<file path="config.mk">
export PLATFORM = sky130hd
export DESIGN_NAME = pwm_timebase
export DESIGN_NICKNAME = d
export VERILOG_FILES = /design/src/rtl/pwm_tb_pkg.sv /design/src/rtl/pwm_tb_ctrl.sv /design/src/rtl/pwm_tb_datapath.sv /design/src/rtl/pwm_timebase.sv
export SDC_FILE = /design/constraint.sdc
export NUM_CORES = 1
export LEC_CHECK = 0
export ABC_AREA = 1
export ABC_CLOCK_PERIOD_IN_PS = 3500
export BUFFER_PORTS_ARGS = -buffer_cell sky130_fd_sc_hd__buf_4
export CAP_MARGIN = 15
export CORE_ASPECT_RATIO = 1.5
export CORE_MARGIN = 2
export CORE_UTILIZATION = 56
export CTS_CLUSTER_DIAMETER = 30
export DETAILED_ROUTE_END_ITERATION = 16
export PLACE_DENSITY = 0.88
export SYNTH_ARGS = -nofsm -noshare
export SYNTH_HDL_FRONTEND = slang
export SYNTH_HIERARCHICAL = 1
export SYNTH_SLANG_ARGS = --single-unit
</file>
<file path="constraint.sdc">
create_clock -name clk -period 3.5 [get_ports clk]
set_input_delay 0.175 -clock clk [delete_from_list [all_inputs] [get_ports clk]]
set_output_delay 0.175 -clock clk [all_outputs]
set_load 0.01 [all_outputs]
</file>
<file path="src/rtl/pwm_tb_pkg.sv">
package pwm_tb_pkg;
  // Control word field positions (software visible)
  localparam int RUN_HI  = 15;
  localparam int RUN_LO  = 14;
  localparam int CK_HI   = 12;
  localparam int CK_LO   = 10;
  localparam int HS_HI   = 9;
  localparam int HS_LO   = 7;
  localparam int IMM_BIT = 3;
  localparam int MODE_HI = 1;
  localparam int MODE_LO = 0;
  localparam int SEL_W   = CK_HI - CK_LO + 1;

  typedef enum logic [1:0] {
    MODE_UP     = 2'b00,
    MODE_DOWN   = 2'b01,
    MODE_UPDOWN = 2'b10,
    MODE_FREEZE = 2'b11
  } cntMode_e;

  typedef struct packed {
    logic [1:0]       run;
    logic [SEL_W-1:0] ckSel;
    logic [SEL_W-1:0] hsSel;
    logic             prdImm;
    cntMode_e         mode;
  } ctrlWord_t;

  // Strobes from control to datapath
  typedef struct packed {
    logic     step;
    logic     ctrlWr;
    logic     prdWr;
    logic     prdImm;
    cntMode_e mode;
  } tbStrobe_t;
endpackage

</file>
<file path="src/rtl/pwm_tb_ctrl.sv">
module pwm_tb_ctrl
  import pwm_tb_pkg::*;
(
  input  logic      clk,
  input  logic      rstN,
  input  logic      clkEn,
  input  logic      wrEn,
  input  logic      wrAddr,
  input  ctrlWord_t ctrlIn,
  input  logic      nextZero,
  output tbStrobe_t stb,
  output logic      tick
);
  // widest divisor: 2*(2^SEL_W-1) << (2^SEL_W-1)
  localparam int HS_MUL_W = SEL_W + 1;
  localparam int PS_W     = HS_MUL_W + (1 << SEL_W) - 1;

  ctrlWord_t        ctrlQ;
  logic [PS_W-1:0]  psCnt;
  logic [PS_W-1:0]  psLast;
  logic [PS_W-1:0]  hsMul;
  logic             cycDone;
  logic             ctrlWr;
  logic             prdWr;
  logic             runCyc;
  logic             runOk;
  logic             step;

  assign ctrlWr = wrEn & ~wrAddr;
  assign prdWr  = wrEn & wrAddr;

  always_comb begin
    if (ctrlQ.hsSel == '0) hsMul = PS_W'(1);
    else                   hsMul = PS_W'({ctrlQ.hsSel, 1'b0});
    psLast = (hsMul << ctrlQ.ckSel) - PS_W'(1);
  end

  assign tick   = clkEn & (psCnt == psLast);
  assign runCyc = (ctrlQ.run == 2'b01);
  assign runOk  = ctrlQ.run[1] | (runCyc & ~cycDone);
  assign step   = tick & (ctrlQ.mode != MODE_FREEZE) & runOk;

  always_ff @(posedge clk) begin
    if (!rstN) begin
      ctrlQ <= '0;
    end else if (ctrlWr) begin
      ctrlQ <= ctrlIn;
    end
  end

  always_ff @(posedge clk) begin
    if (!rstN) begin
      psCnt <= '0;
    end else if (ctrlWr) begin
      psCnt <= '0;
    end else if (clkEn) begin
      psCnt <= (psCnt == psLast) ? '0 : psCnt + PS_W'(1);
    end
  end

  always_ff @(posedge clk) begin
    if (!rstN) begin
      cycDone <= 1'b0;
    end else if (ctrlWr) begin
      cycDone <= 1'b0;
    end else if (step & nextZero & runCyc) begin
      cycDone <= 1'b1;
    end
  end

  always_comb begin
    stb.step   = step;
    stb.ctrlWr = ctrlWr;
    stb.prdWr  = prdWr;
    stb.prdImm = ctrlQ.prdImm;
    stb.mode   = ctrlQ.mode;
  end
endmodule

</file>
<file path="src/rtl/pwm_tb_datapath.sv">
module pwm_tb_datapath
  import pwm_tb_pkg::*;
#(
  parameter int CNT_W = 16
) (
  input  logic             clk,
  input  logic             rstN,
  input  tbStrobe_t        stb,
  input  logic [CNT_W-1:0] prdIn,
  output logic [CNT_W-1:0] count,
  output logic             zeroEvt,
  output logic             periodEvt,
  output logic             dirDown,
  output logic             nextZero
);
  logic [CNT_W-1:0] cnt;
  logic [CNT_W-1:0] prdAct;
  logic [CNT_W-1:0] prdShd;
  logic [CNT_W-1:0] nextCnt;
  logic [CNT_W:0]   incW;
  logic             udDown;
  logic             flip;

  assign incW = {1'b0, cnt} + (CNT_W+1)'(1);

  always_comb begin
    nextCnt = cnt;
    flip    = 1'b0;
    unique case (stb.mode)
      MODE_UP:   nextCnt = (cnt >= prdAct) ? '0 : incW[CNT_W-1:0];
      MODE_DOWN: nextCnt = (cnt == '0) ? prdAct : cnt - CNT_W'(1);
      MODE_UPDOWN: begin
        if (udDown) begin
          flip    = (cnt <= CNT_W'(1));
          nextCnt = flip ? '0 : cnt - CNT_W'(1);
        end else begin
          flip    = (incW >= {1'b0, prdAct});
          nextCnt = flip ? prdAct : incW[CNT_W-1:0];
        end
      end
      MODE_FREEZE: nextCnt = cnt;
    endcase
  end

  assign nextZero = (nextCnt == '0);

  always_ff @(posedge clk) begin
    if (!rstN) begin
      cnt       <= '0;
      zeroEvt   <= 1'b0;
      periodEvt <= 1'b0;
    end else begin
      if (stb.step) cnt <= nextCnt;
      zeroEvt   <= stb.step & nextZero;
      periodEvt <= stb.step & (nextCnt == prdAct);
    end
  end

  always_ff @(posedge clk) begin
    if (!rstN) begin
      prdShd <= '0;
      prdAct <= '0;
    end else begin
      if (stb.prdWr) prdShd <= prdIn;
      if (stb.prdWr & stb.prdImm) begin
        prdAct <= prdIn;
      end else if (stb.step & nextZero & ~stb.prdImm) begin
        prdAct <= prdShd;
      end
    end
  end

  always_ff @(posedge clk) begin
    if (!rstN) begin
      udDown <= 1'b0;
    end else if (stb.ctrlWr) begin
      udDown <= 1'b0;
    end else if (stb.step & flip) begin
      udDown <= ~udDown;
    end
  end

  assign count   = cnt;
  assign dirDown = (stb.mode == MODE_DOWN) | ((stb.mode == MODE_UPDOWN) & udDown);
endmodule

</file>
<file path="src/rtl/pwm_timebase.sv">
module pwm_timebase
  import pwm_tb_pkg::*;
#(
  parameter int CNT_W = 16
) (
  input  logic             clk,
  input  logic             rstN,
  input  logic             clkEn,
  input  logic             wrEn,
  input  logic             wrAddr,
  input  logic [CNT_W-1:0] wrData,
  output logic [CNT_W-1:0] count,
  output logic             zeroEvt,
  output logic             periodEvt,
  output logic             dirDown,
  output logic             tick
);
  ctrlWord_t ctrlIn;
  tbStrobe_t stb;
  logic      nextZero;

  always_comb begin
    ctrlIn.run    = wrData[RUN_HI:RUN_LO];
    ctrlIn.ckSel  = wrData[CK_HI:CK_LO];
    ctrlIn.hsSel  = wrData[HS_HI:HS_LO];
    ctrlIn.prdImm = wrData[IMM_BIT];
    ctrlIn.mode   = cntMode_e'(wrData[MODE_HI:MODE_LO]);
  end

  pwm_tb_ctrl u_ctrl (
    .clk      (clk),
    .rstN     (rstN),
    .clkEn    (clkEn),
    .wrEn     (wrEn),
    .wrAddr   (wrAddr),
    .ctrlIn   (ctrlIn),
    .nextZero (nextZero),
    .stb      (stb),
    .tick     (tick)
  );

  pwm_tb_datapath #(.CNT_W(CNT_W)) u_dp (
    .clk       (clk),
    .rstN      (rstN),
    .stb       (stb),
    .prdIn     (wrData),
    .count     (count),
    .zeroEvt   (zeroEvt),
    .periodEvt (periodEvt),
    .dirDown   (dirDown),
    .nextZero  (nextZero)
  );
endmodule

</file>
==> summary.md <==
| Metric | Value |
|---|---|
| Min cycle time layout | `3.89 ns` |
| Area share of the largest cell type after synthesis | `22.6%` |
| Sw Pwr | `939 uW` |
| Routed met2 length | `11.5 mm` |
| Mapped cell area | `6570 um^2` |
| HPWL after DPL | `16.7 mm` |
| CTS clk-pin slew, worst paths | `0.07 ns` |
| Routed via count | `8025` |
| Critical Path Source | `u_dp/count[1]$_SDFFE_PN0P_` |
| Top cells by area, synth | `dfxtp_1, nand2_1, nand3_1` |
| Pwr per Cell Area | `319 nW/um^2` |
| Int Power | `1830 uW` |
| Top_reg_cell synth | `dfxtp_1` |
| CP Launch Type | `register` |
| FILL cells | `840` |
| Setup Skew | `0.0136 ns` |
| Maximum vdd ir drop | `0.346 mV` |
| Slew at the pin closest to its max-slew limit | `1.04 ns` |
| Leak Pwr | `0.00454 uW` |
| R2R Path Start | `u_dp/count[1]$_SDFFE_PN0P_` |
| Status | `complete, but fails checks` |
| Number of port buffers | `40` |
| Core area | `11500 um^2` |
| Achievable Freq | `0.257 GHz` |
| Register area | `1500 um^2` |
| Fin worst setup slack | `-0.387 ns` |
| Worst skew pair latency | `0.34 ns` |
| Final GP Congestion | `1.06` |
| Cts bufs inserted | `9` |
| DR iter-0 viols | `965` |
| Fin nets | `1246` |
| # Max-Cap Violations | `0` |
| Total Wirelength | `24.5 mm` |
| Gr ovfl total | `0` |
| Finish-stage setup viols | `19` |
| Placed cell count | `1300` |
| Setup TNS | `-6.41 ns` |
| Syn Nets | `1112` |
| Antenna cells | `0` |
| Min-Delay Path Class | `in -> reg` |
| Sequential fraction of the synthesis area | `22.6%` |
| Multi-input gate area in the final layout | `4780 um^2` |
| Top-count cell post-synth | `nand2_1` |
| Syn Inst Count | `1054` |
| Global-route wire length before repair | `36.9 mm` |
| Final hold violations | `0` |
| WP data arrival | `4.11 ns` |
| CP Max Fanout | `8` |
| Starting Density | `57.2%` |
| Drt wl/cell | `18.2 um` |
| Slew HR | `30.5%` |
| Logic pwr share | `30.8%` |
| Synth unique cells | `44` |
| WL met3 | `2.23 mm` |
| Yosys reg bits | `74` |
| Period utilisation layout | `111%` |
| Critical Path, Cell by Cell | `ha_4 > nand3_4 > nor2_4 > xor2_2 > inv_1 > ha_1 > nand2_2 > nor2_2 > nand2_2 > o21ai_2 > o21ai_4 > nand2_8 > buf_4 > nand3_1 > nand3_1 > nand3_2 > nor2_2 > nand2_2 > nor2_4 > nand3_4 > buf_12 > a21oi_1 > nor2_1` |
| Worst Path Required | `3.72 ns` |
| Max Used Layer | `met4` |
| Overall power | `2770 uW` |
| Layout cell share with drive strength beyond 1 | `28.2%` |
| Cell repeated most along the worst path | `nand2_2` |
| Async SR Flop Fraction | `0%` |
| Slowest stage cell, crit path | `dfxtp_2` |
| Vias in the first global route | `7422` |
| Clock Power Share | `36.9%` |
| YS warnings | `6` |
| TritonCTS clock tree | `built` |
| Post-DR vias/cell | `5.98` |
| Syn avg cell area | `6.23 um^2` |
| Non-filler instance count after layout | `1343` |
| Failing checks | `negative setup slack` |
| Slew Viols, Final | `0` |
| Root buffer cell | `clkbuf_16` |
| Initial antenna violation count | `0` |
| Full die area | `12600 um^2` |
| Largest net degree at the start of global routing | `47` |
| Die Y | `137 um` |
| Number of synthesized flops with an enable pin | `0` |
| Cell taking the most area after synthesis | `dfxtp_1` |
| CP Capture Type | `register` |
| I/O pins | `41` |
| Critical path type | `reg -> reg` |
| Met1 WL | `8.57 mm` |
| # rows | `48` |
| Clock sinks | `74` |
| Unrepaired setup endpoints after global routing | `true` |
| Critical Path Max Stage Delay | `0.36 ns` |
| Die width | `92.4 um` |
| 1st-pass router iterations | `8` |
| List of most frequent post-synthesis cells | `nand2_1, nand3_1, nor2_1` |
| # DRC | `0` |
| Post-route antenna net violation count | `0` |
| H-tree depth | `3` |
| Gr usage total | `37.2%` |
| Sequential power share | `32.3%` |
| Hold_sp | `wrData[2]` |
| Clock Tree Buf Depth | `2` |
| Post-place setup slack | `-0.440 ns` |
| Sw Ratio | `33.9%` |
| Area Overhead vs Synth | `32.2%` |
[area by class of cell]
cell class	instances	area share (%)
clock inverters	6	1.04
inverters	140	6.05
well taps	150	2.16
flip-flops and latches	74	17.2
clock buffers	10	2.64
repair buffers	169	15.9
multi-input cells	794	55.0
[cells by family (layout without fill, tap and decap cells)]
group	after synthesis	count (layout)	synth area share, %
buffers and inverters	186	325	11.9
AOI/OAI and AO/OA	171	171	14.1
DFF	74	74	22.6
and+or+nand+nor	534	534	37.1
adders and majority gates	37	37	7.05
xor gates and xnor gates	42	42	5.60
muxes	10	10	1.72
[power groups by stage]
stage	registers (uW)	clock network [uW]	logic, uW
after floorplan	905	0	478
after global placement	910	0	683
after detailed placement	911	0	694
after CTS	893	1020	767
after global routing	895	1070	916
final	893	1020	853
[what timing repair did]
item / CTS / global route
setup buffers: 15 / 14
gates cloned: 1 / 1
resized for setup: 67 / 64
endpoints found under the setup margin: 19 / 20
hold buffers: 0 / 0
pin swaps: 26 / 29
[critical path, delay by kind of cell, from the launching register on]
| family | cells | cell delay [ns] |
|---|---|---|
| AO/OA/AOI/OAI | 3 | 0.46 |
| XOR/XNOR | 1 | 0.19 |
| adder cells (fa/ha/maj) | 2 | 0.49 |
| buffers and inverters | 3 | 0.42 |
| flip-flops | 1 | 0.36 |
| AND/OR/NAND/NOR | 14 | 1.83 |
[final timing paths]
path | to | depth (start not counted) | slack [ns]
min | u_dp/prdShd[2]$_SDFFE_PN0P_ | 3 | 0.07
min reg2reg | u_ctrl/ctrlQ[10]$_SDFFE_PN0P_ | 2 | 0.49
max | u_dp/prdAct[8]$_SDFFE_PN0P_ | 23 | -0.39
max reg2reg | u_dp/prdAct[8]$_SDFFE_PN0P_ | 23 | -0.39
[sequential cells by signal, indices dropped and copies added (netlist names)]
| name | count |
|---|---|
| u_ctrl/psCnt | 11 |
| u_ctrl/stb | 3 |
| u_dp/prdAct | 16 |
| u_dp/zeroEvt | 1 |
| u_ctrl/cycDone | 1 |
| u_dp/count | 16 |
| u_dp/prdShd | 16 |
| u_dp/udDown | 1 |
| u_dp/periodEvt | 1 |
| u_ctrl/ctrlQ | 8 |
[metrics by stage]
step / hold slack, ns / area, um^2 / utilization (%)
after floorplan: 0.310 / 6570 / -
after CTS: 0.0700 / 8330 / 72.6
after global placement: 0.405 / 7590 / 66.2
after detailed placement: 0.416 / 7590 / 66.2
after global routing: 0.0735 / 8680 / 75.7
final: 0.0679 / 8680 / 75.7
[layout by cell type, fill, tap and decap left out, types with 5 or more instances in the layout]
| cell | netlist | routed |
|---|---|---|
| xor2_1 | 39 | 34 |
| buf_4 | 10 | 153 |
| inv_2 | 12 | 18 |
| nor3_1 | 8 | 5 |
| nand3b_1 | 9 | 9 |
| xor2_2 | 0 | 5 |
| ha_1 | 37 | 32 |
| buf_6 | 4 | 12 |
| nand4_1 | 29 | 29 |
| ha_4 | 0 | 5 |
| nand2_1 | 195 | 174 |
| nand3_4 | 1 | 6 |
| a21oi_2 | 0 | 13 |
| dfxtp_1 | 74 | 68 |
| nor2_4 | 5 | 11 |
| nand3_2 | 3 | 20 |
| nand2_2 | 7 | 27 |
| a21oi_1 | 79 | 65 |
| inv_1 | 123 | 117 |
| nand3_1 | 131 | 109 |
| clkbuf_16 | 0 | 10 |
| mux2_2 | 10 | 10 |
| nor2_2 | 6 | 14 |
| o21ai_0 | 67 | 65 |
| clkinv_1 | 5 | 5 |
| o22ai_1 | 6 | 6 |
| nor2_1 | 130 | 116 |
[routing by layer]
metal | GRT usage (%) | vias to the layer above
met3 | 7.54 | 187
met5 | 0 | -
met4 | 26.9 | 0
li1 | - | 3720
met2 | 63.9 | 518
met1 | 40.5 | 3600
No activity file was read; power rests on OpenSTA's default activity.
